--- config.mk ---
export PLATFORM = sky130hd
export DESIGN_NAME = mseq_sequencer
export DESIGN_NICKNAME = d
export VERILOG_FILES = /design/src/rtl/mseq_pkg.sv /design/src/rtl/mseq_timing.sv /design/src/rtl/mseq_reqlatch.sv /design/src/rtl/mseq_desig.sv /design/src/rtl/mseq_sequencer.sv
export SDC_FILE = /design/constraint.sdc
export NUM_CORES = 1
export LEC_CHECK = 0
export BUFFER_PORTS_ARGS = -buffer_cell sky130_fd_sc_hd__buf_2
export CAP_MARGIN = 20
export CELL_PAD_IN_SITES_DETAIL_PLACEMENT = 1
export CELL_PAD_IN_SITES_GLOBAL_PLACEMENT = 1
export CORE_ASPECT_RATIO = 0.75
export CORE_MARGIN = 2
export CORE_UTILIZATION = 38
export CTS_BUF_LIST = sky130_fd_sc_hd__clkbuf_4
export CTS_CLUSTER_SIZE = 40
export DETAILED_ROUTE_END_ITERATION = 12
export PLACE_DENSITY = 0.91
export SLEW_MARGIN = 20
export SYNTH_ARGS = -nofsm -noshare
export SYNTH_HDL_FRONTEND = slang
export SYNTH_SLANG_ARGS = --single-unit
--- constraint.sdc ---
create_clock -name clk -period 2 [get_ports clk]
set_clock_uncertainty 0.05 [all_clocks]
set_input_delay 0.2 -clock clk [delete_from_list [all_inputs] [get_ports clk]]
set_output_delay 0.2 -clock clk [all_outputs]
set_load 0.01 [all_outputs]
--- src/rtl/mseq_pkg.sv ---
package mseq_pkg;

    localparam int DESIG_W = 4;

    localparam logic [DESIG_W-1:0] IRQ_X = DESIG_W'(2);
    localparam logic [DESIG_W-1:0] IRQ_P = DESIG_W'(1);

    typedef enum logic [1:0] {
        ST_FETCH = 2'b00,
        ST_EXEC  = 2'b01,
        ST_DMA   = 2'b10,
        ST_INT   = 2'b11
    } mstate_e;

    typedef struct packed {
        logic dma_in;
        logic dma_out;
        logic irq;
    } req_s;

    typedef struct packed {
        mstate_e st;
        logic    to_mem;
    } choice_s;

    // fixed-order arbitration: inbound DMA, outbound DMA, interrupt
    function automatic choice_s arbitrate(input req_s r, input logic irq_ok);
        choice_s c;
        if (r.dma_in) begin
            c.st = ST_DMA;   c.to_mem = 1'b1;
        end else if (r.dma_out) begin
            c.st = ST_DMA;   c.to_mem = 1'b0;
        end else if (r.irq && irq_ok) begin
            c.st = ST_INT;   c.to_mem = 1'b0;
        end else begin
            c.st = ST_FETCH; c.to_mem = 1'b0;
        end
        return c;
    endfunction

endpackage

--- src/rtl/mseq_timing.sv ---
module mseq_timing #(
    parameter int CYC_LEN = 8,
    parameter int TPA_PH  = 1,
    parameter int TPB_PH  = 5
) (
    input  logic clk,
    input  logic rst,
    output logic tpa,
    output logic tpb,
    output logic cyc_end
);
    localparam int PW = (CYC_LEN > 1) ? $clog2(CYC_LEN) : 1;
    localparam logic [PW-1:0] LAST_P = PW'(CYC_LEN - 1);
    localparam logic [PW-1:0] TPA_P  = PW'(TPA_PH);
    localparam logic [PW-1:0] TPB_P  = PW'(TPB_PH);

    logic [PW-1:0] phase;

    always_ff @(posedge clk) begin
        if (rst)                  phase <= '0;
        else if (phase == LAST_P) phase <= '0;
        else                      phase <= phase + 1'b1;
    end

    assign tpa     = (phase == TPA_P);
    assign tpb     = (phase == TPB_P);
    assign cyc_end = (phase == LAST_P);
endmodule

--- src/rtl/mseq_reqlatch.sv ---
module mseq_reqlatch
    import mseq_pkg::*;
(
    input  logic clk,
    input  logic rst,
    input  logic sample,
    input  req_s req_in,
    output req_s req_q
);
    always_ff @(posedge clk) begin
        if (rst)         req_q <= '0;
        else if (sample) req_q <= req_in;
    end
endmodule

--- src/rtl/mseq_desig.sv ---
module mseq_desig
    import mseq_pkg::*;
(
    input  logic               clk,
    input  logic               rst,
    input  logic               int_commit,
    input  logic               xp_wr_en,
    input  logic [DESIG_W-1:0] x_wr,
    input  logic [DESIG_W-1:0] p_wr,
    input  logic               ie_wr_en,
    input  logic               ie_wr_val,
    output logic [DESIG_W-1:0] x_q,
    output logic [DESIG_W-1:0] p_q,
    output logic [2*DESIG_W-1:0] t_q,
    output logic               ie_q
);
    always_ff @(posedge clk) begin
        if (rst) begin
            x_q  <= '0;
            p_q  <= '0;
            t_q  <= '0;
            ie_q <= 1'b1;
        end else if (int_commit) begin
            t_q  <= {x_q, p_q};
            x_q  <= IRQ_X;
            p_q  <= IRQ_P;
            ie_q <= 1'b0;
        end else begin
            if (xp_wr_en) begin
                x_q <= x_wr;
                p_q <= p_wr;
            end
            if (ie_wr_en) ie_q <= ie_wr_val;
        end
    end
endmodule

--- src/rtl/mseq_sequencer.sv ---
module mseq_sequencer
    import mseq_pkg::*;
#(
    parameter int CYC_LEN = 8,
    parameter int TPA_PH  = 1,
    parameter int TPB_PH  = 5
) (
    input  logic       clk,
    input  logic       rst,
    input  logic       dma_in_req,
    input  logic       dma_out_req,
    input  logic       irq_req,
    input  logic       exec_done,
    input  logic       xp_wr_en,
    input  logic [3:0] x_wr,
    input  logic [3:0] p_wr,
    input  logic       ie_wr_en,
    input  logic       ie_wr_val,
    output logic       tpa,
    output logic       tpb,
    output logic [1:0] sc,
    output logic       addr_sel_r0,
    output logic       dma_wr,
    output logic       dma_rd,
    output logic       ptr_inc,
    output logic [3:0] x_q,
    output logic [3:0] p_q,
    output logic [7:0] t_q,
    output logic       ie_q
);
    logic    cyc_end;
    req_s    req_now, req_q;
    mstate_e st;
    logic    to_mem;
    choice_s pick;
    logic    int_commit;

    mseq_timing #(.CYC_LEN(CYC_LEN), .TPA_PH(TPA_PH), .TPB_PH(TPB_PH)) u_timing (
        .clk(clk), .rst(rst), .tpa(tpa), .tpb(tpb), .cyc_end(cyc_end)
    );

    assign req_now = '{dma_in: dma_in_req, dma_out: dma_out_req, irq: irq_req};

    mseq_reqlatch u_req (
        .clk(clk), .rst(rst), .sample(tpb), .req_in(req_now), .req_q(req_q)
    );

    // an interrupt cycle masks the still-set enable flag for its own decision
    assign pick = arbitrate(req_q, ie_q && (st != ST_INT));

    always_ff @(posedge clk) begin
        if (rst) begin
            st     <= ST_FETCH;
            to_mem <= 1'b0;
        end else if (cyc_end) begin
            case (st)
                ST_FETCH: begin
                    st     <= ST_EXEC;
                    to_mem <= 1'b0;
                end
                ST_EXEC: begin
                    if (exec_done) begin
                        st     <= pick.st;
                        to_mem <= pick.to_mem;
                    end
                end
                default: begin
                    st     <= pick.st;
                    to_mem <= pick.to_mem;
                end
            endcase
        end
    end

    assign int_commit = cyc_end && (st == ST_INT);

    mseq_desig u_desig (
        .clk(clk), .rst(rst), .int_commit(int_commit),
        .xp_wr_en(xp_wr_en), .x_wr(x_wr), .p_wr(p_wr),
        .ie_wr_en(ie_wr_en), .ie_wr_val(ie_wr_val),
        .x_q(x_q), .p_q(p_q), .t_q(t_q), .ie_q(ie_q)
    );

    assign sc          = st;
    assign addr_sel_r0 = (st == ST_DMA);
    assign dma_wr      = (st == ST_DMA) && to_mem;
    assign dma_rd      = (st == ST_DMA) && !to_mem;
    assign ptr_inc     = cyc_end && (st == ST_DMA);
endmodule

==> flow_summary.yaml, run 1 <==
run_status:
  status: "complete, no violations"
grt:
  grt_pass1_wl_um: 4050
  antenna_found_initial: 0
  grt_max_degree: 22
  gr-total-overflow: 0
  grt_pass1_vias: 919
  grt_usage_pct: 16.16
clock_tree:
  cts_tree: "yes"
  ctsLongestPathBuffers: 2
  clk_pin_slew_ns: 0.12
  clkLatencyLatePin_ns: 0.32
  cts_sinks: 26
  hold_buffers: 0
  post_cts_resized: 0
  clockRootBuffer: "clkbuf_4"
  cts_buffers: 3
  htree_num_levels: 1
  post_cts_buffers: 0
worst_setup_path:
  cp_slowest_cell: "dfxtp_1"
  ff2ff_setup_slack_ns: 0.30
  path_cells: "ha_1 -> ha_1 -> and2_1 -> buf_2"
  crit_family: "adder cells"
  cp.arrival_ns: 1.53
  r2r_end: "u_desig.t_q[6]$_SDFFE_PP0P_"
  crit_type: "flip-flop to output pin"
  cp_max_fo: 12
  cpMostUsedCell: "ha_1"
  reg2reg_depth: 6
  start_kind: "flip-flop"
  critPathBufInv: 1
  reg2reg_from: "u_timing.phase[0]$_SDFF_PP0_"
  end_kind: "output pin"
  slowest_delay_ns: 0.39
  required_ns: 1.75
timing:
  slew_viol_final: 0
  finalHoldViolations: 0
  rsz0062_at_grt: "no"
  totalNegativeSetupSlack_ns: 0
  clock.fmax_mhz: 561.0
  period_share_pct: 89.13
  relSlewSlack_pct: 71.08
  tightest_slew_ns: 0.4339
  finalSetupViolCount: 0
  post-route-min-period_ns: 1.783
synth:
  yosys.area.top_type: "dfxtp_1"
  synth_top_area_share_pct: 49.06
  synth-seq-cells: 26
  synth_top_family_by_area: "simple AND/OR/NAND/NOR gates"
  synthSimpleGateAreaFrac_pct: 20.64
  syn_inst: 114
  syn_avg_cell_area_um2: 9.307
  yosys_warnings: 0
  syn-cell-area_um2: 1061
  synth_mux_area_share_pct: 8.491
  yosysSeqAreaShare_pct: 49.06
  synth.distinct_cells: 27
  synth_fp_nets: 134
  synth_fa_ha_area_share_pct: 3.538
  synth_xor_xnor_area_share_pct: 0
  synth_compound_area_share_pct: 13.68
  synth_area_leaders: "dfxtp_1 49%, mux2i_1 8.5%, nand2_1 7.1%"
min_path:
  min_from: "p_wr[3]"
  hold_path_depth: 3
  hp-class: "primary input to flip-flop"
  hold_end: "u_desig.p_q[3]$_SDFFE_PP0P_"
layout:
  drive_above_1_share_pct: 36.60
  nets: 175
  syn_to_final_growth_pct: 22.88
  antennaDiodeCount: 0
detailed_routing:
  vias: 953
  drtAntennaViolNets: 0
  drc: 0
  met3_length_um: 113
  drt-initial-drc-count: 44
  top_layer: "met4"
  first_pass_iters: 4
  vias_per_cell: 5.042
  routedWlPerCell_um: 12.94
  wl_um: 2445
  met1Wirelength_um: 1081
  dr_wl_met2_um: 1184
placed_design:
  dpl.hpwl_um: 1976
  port_buffers: 41
  place_congestion: 0.7265
floorplanning:
  start_util_pct: 40.46
  die_w_um: 65.02
  dieHeight_um: 49.76
  rows: 16
  dieArea_um2: 3235
  num_io_pins: 42
  core_um2: 2623
power:
  ir_worst_vdd_mv: 0.3417
  power.total_uw: 850.9
  p_leak_uw: 0.0006056
  p_per_area_nw_per_um2: 652.7
  combPwrFrac_pct: 9.8
  switching_power_uw: 205.6
  intPower_uw: 645.3
  switching_share_pct: 24.16
  power_frac_clock_pct: 25.6
  p_seq_share_pct: 64.6
job:
  drv_cap: 0
[kinds of logic after synthesis]
family | Yosys count
flip-flops | 26
buffers and inverters | 9
AND/OR/NAND/NOR | 47
multiplexers | 9
AO/OA/AOI/OAI | 20
adder cells (fa/ha/maj) | 3
[worst max path at each step]
stage,from,endpoint,depth (start not counted)
after global routing,u_timing.phase[0]$_SDFF_PP0_,ptr_inc,4
final,u_timing.phase[0]$_SDFF_PP0_,ptr_inc,4
after CTS,u_timing.phase[0]$_SDFF_PP0_,ptr_inc,4
after detailed placement,u_timing.phase[0]$_SDFF_PP0_,u_desig.t_q[6]$_SDFFE_PP0P_,6
after global placement,u_timing.phase[0]$_SDFF_PP0_,u_desig.t_q[2]$_SDFFE_PP0P_,5
after floorplan,u_timing.phase[0]$_SDFF_PP0_,u_desig.t_q[7]$_SDFFE_PP0P_,6
[layout make-up]
| type | instances | area [um2] |
|---|---|---|
| fillers | 330 | 1319 |
| flip-flops and latches | 26 | 520.5 |
| well taps | 36 | 45.04 |
| inverters | 3 | 11.26 |
| multi-input cells | 79 | 491.7 |
| repair buffers | 42 | 212.7 |
| clock buffers | 3 | 22.52 |
[worst min-delay path, delay by kind of cell]
family / cells / cell delay (ns)
simple gates: 1 / 0.07
buf+inv: 1 / 0.07
mux: 1 / 0.05
[cells in the mapped netlist, drive strengths merged]
master and n:
a21o 1, a21oi 14, a311oi 2, a31oi 1, and2 2, and2b 1, and3 1, buf 5
clkbuf 1, dfxtp 26, ha 3, inv 3, mux2i 9, nand2 21, nand2b 1, nand3 6
nand4 1, nor2 8, nor2b 2, nor3 2, nor3b 2, o21ai 1, o21bai 1
[registers in the layout (all words and copies together), names as in the netlist]
name            flops
u_desig.p_q         4
u_desig.ie_q        1
u_desig.t_q         8
u_req.req_q         3
sc                  2
u_desig.x_q         4
to_mem              1
u_timing.phase      3
[per-stage QoR]
| stage | setup slack, ns | std cells | utilization [%] | hold slack [ns] | instance area [um2] |
|---|---|---|---|---|---|
| after CTS | 0.2055 | 189 | 49.71 | 0.05169 | 1304 |
| final | 0.2175 | 189 | 49.71 | 0.05800 | 1304 |
| after detailed placement | 0.2928 | 186 | 48.86 | 0.3948 | 1281 |
| after floorplan | 0.7148 | 114 | - | 0.2972 | 1061 |
| after global routing | 0.06082 | 189 | 49.71 | 0.05996 | 1304 |
| after global placement | 0.3933 | 186 | 48.86 | 0.3833 | 1281 |
[layer usage]
metal	vias up	global-route usage, %
li1	471	-
met1	453	19.20
met2	23	27.15
met3	6	4.795
met4	0	6.944
met5	-	0
[power by group through the flow]
stage,Combinational (uW),Sequential (uW),Clock [uW]
floorplan,43.3,563,0
global placement,80.9,559,0
detailed placement,84.8,561,0
CTS,85.3,550,227
global route,93.9,552,246
finish,83.7,549,218
[layout by cell type (no fill, tap or decap), types with 3 or more instances in the layout]
cell and instances:
mux2i_1 9, a21oi_2 8, nor2_1 8, nand2_1 20
nand3_1 6, dfxtp_1 26, inv_1 3, buf_2 41
ha_1 3, clkbuf_4 3, a21oi_1 6
No activity file was read; power rests on OpenSTA's default activity.
==> run 2, diff against run 1 <==
--- a/config.mk
+++ b/config.mk
@@ -12,10 +12,11 @@
 export CORE_ASPECT_RATIO = 0.75
 export CORE_MARGIN = 2
 export CORE_UTILIZATION = 38
-export CTS_BUF_LIST = sky130_fd_sc_hd__clkbuf_4
+export CTS_BUF_LIST = sky130_fd_sc_hd__clkbuf_4 sky130_fd_sc_hd__clkbuf_8
 export CTS_CLUSTER_SIZE = 40
 export DETAILED_ROUTE_END_ITERATION = 12
 export PLACE_DENSITY = 0.91
+export REMOVE_ABC_BUFFERS = 1
 export SLEW_MARGIN = 20
 export SYNTH_ARGS = -nofsm -noshare
 export SYNTH_HDL_FRONTEND = slang
==> run 2 against run 1 <==
  * Die area stayed put
  * Highest routed layer is now met3
  * Critical endpoint unchanged
  * Wire length is 7.5% higher
  * Worst hold slack better by 0.063 ns
  * Combinational power is 2.7% higher
  * Clock power is 54% higher
==> flow_summary.yaml, run 2 (synthesized netlist as in run 1, its figures left out) <==
run_status:
  status: "complete, no violations"
grt:
  grt_pass1_wl_um: 4374
  grt_max_degree: 15
  gr-total-overflow: 0
  met3_usage_pct: 4.338
  grt_util_met1_pct: 19.86
  antenna_found_initial: 0
  grt_busiest_layer: "met2"
  grt_usage_pct: 17.64
  use_met2_pct: 33.85
  grt_pass1_vias: 946
timing:
  slew_viol_final: 0
  post-route-min-period_ns: 1.714
  period_share_pct: 85.71
  totalNegativeSetupSlack_ns: 0
  finalSetupViolCount: 0
  rsz0062_at_grt: "no"
  whs_ns: 0.1214
  finalHoldViolations: 0
  relSlewSlack_pct: 71.36
  tightest_slew_ns: 0.4284
  clock.fmax_mhz: 583.4
detailed_routing:
  drt-initial-drc-count: 23
  routedWlPerCell_um: 13.76
  drtAntennaViolNets: 0
  wl_um: 2629
  vias: 940
  first_pass_iters: 4
  vias_per_cell: 4.921
  drc: 0
power:
  p_per_area_nw_per_um2: 722.8
  p_leak_uw: 0.0006267
  ir_worst_vdd_mv: 0.5201
layout:
  fin_area_um2: 1344
  antennaDiodeCount: 0
  top_register: "u_desig.t_q"
  final_cell_mix: "41 x buf_2, 26 x dfxtp_1, 20 x nand2_1"
  nets: 176
  syn_to_final_growth_pct: 26.65
  layout.cells.non_filler: 191
  drive_above_1_share_pct: 37.42
  final_common_cell: "buf_2"
  reg.largest.list: "u_desig.t_q: 8 flops, u_desig.p_q: 4 flops, u_desig.x_q: 4 flops"
  largest_reg_flops: 8
  postLayoutCoreUtil_pct: 51.24
clock_tree:
  cts_tree: "yes"
  clk_pin_slew_ns: 0.09
  clockRootBuffer: "clkbuf_8"
  post_cts_buffers: 0
  clkLatencyLatePin_ns: 0.27
  cts_sinks: 26
  post_cts_resized: 0
  hold_buffers: 0
  cts_buffers: 3
  htree_num_levels: 1
  ctsLongestPathBuffers: 2
min_path:
  hp-class: "primary input to flip-flop"
  min_from: "irq_req"
  hold_path_depth: 3
  hold_end: "u_req.req_q[0]$_SDFFE_PP0P_"
worst_setup_path:
  start_kind: "flip-flop"
  ff2ff_setup_slack_ns: 0.34
  end_kind: "output pin"
  required_ns: 1.75
  reg2reg_depth: 5
  reg2reg_from: "u_timing.phase[0]$_SDFF_PP0_"
  r2r_end: "u_desig.x_q[2]$_SDFFE_PP0P_"
  cp.arrival_ns: 1.46
  crit_type: "flip-flop to output pin"
  cp_max_fo: 10
placed_design:
  dpl.hpwl_um: 2076
  dp_cells: 187
  placed_area_um2: 1289
  place_congestion: 0.7793
  port_buffers: 41
floorplanning:
  start_util_pct: 40.46
  core_um2: 2623
  dieArea_um2: 3235
  die_w_um: 65.02
  num_io_pins: 42
  dieHeight_um: 49.76
  rows: 16
job:
  drv_cap: 0
## run 2: how the worst max path moves through the flow
stage	from	end	depth (start not counted)
floorplan	u_timing.phase[0]$_SDFF_PP0_	u_desig.p_q[1]$_SDFFE_PP0P_	5
global placement	u_timing.phase[0]$_SDFF_PP0_	u_desig.x_q[2]$_SDFFE_PP0P_	5
detailed placement	u_timing.phase[0]$_SDFF_PP0_	u_desig.x_q[2]$_SDFFE_PP0P_	5
CTS	u_timing.phase[0]$_SDFF_PP0_	ptr_inc	5
global route	u_timing.phase[0]$_SDFF_PP0_	u_desig.x_q[2]$_SDFFE_PP0P_	5
finish	u_timing.phase[0]$_SDFF_PP0_	ptr_inc	5
## run 2: worst max-delay path, stage by stage (launching register included)
cell and delay, ns:
dfxtp_1 0.34, ha_1 0.21, ha_1 0.21, buf_4 0.18, and2_1 0.13, buf_2 0.13
## run 2: cell type report
type                            instances  area [um2]
Inverter                                3       11.26
Sequential cell                        26       520.5
Tap cell                               36       45.04
Fill cell                             330        1279
Clock buffer                            4       55.05
Multi-Input combinational cell         79       491.7
Timing Repair Buffer                   43       220.2
## run 2: report_power, final
group          internal, uW  switching (uW)  total, uW
clock network           176             160        335
logic                  41.0            44.9       86.0
registers               534            15.5        550
total                   751             220        971
## run 2: metrics by stage
stage	setup slack [ns]	power, uW
2_1_floorplan	0.4684	596.4
3_3_place_gp	0.5130	642.0
3_5_place_dp	0.3614	649.0
4_1_cts	0.2680	983.7
5_1_grt	0.1885	1021
6_report	0.2859	971.3
## run 2: metal layers
metal  vias up  wire length (um)
met3         0               114
met5         -                 0
met2        21              1407
met4         0                 0
li1        465                 -
met1       454              1107
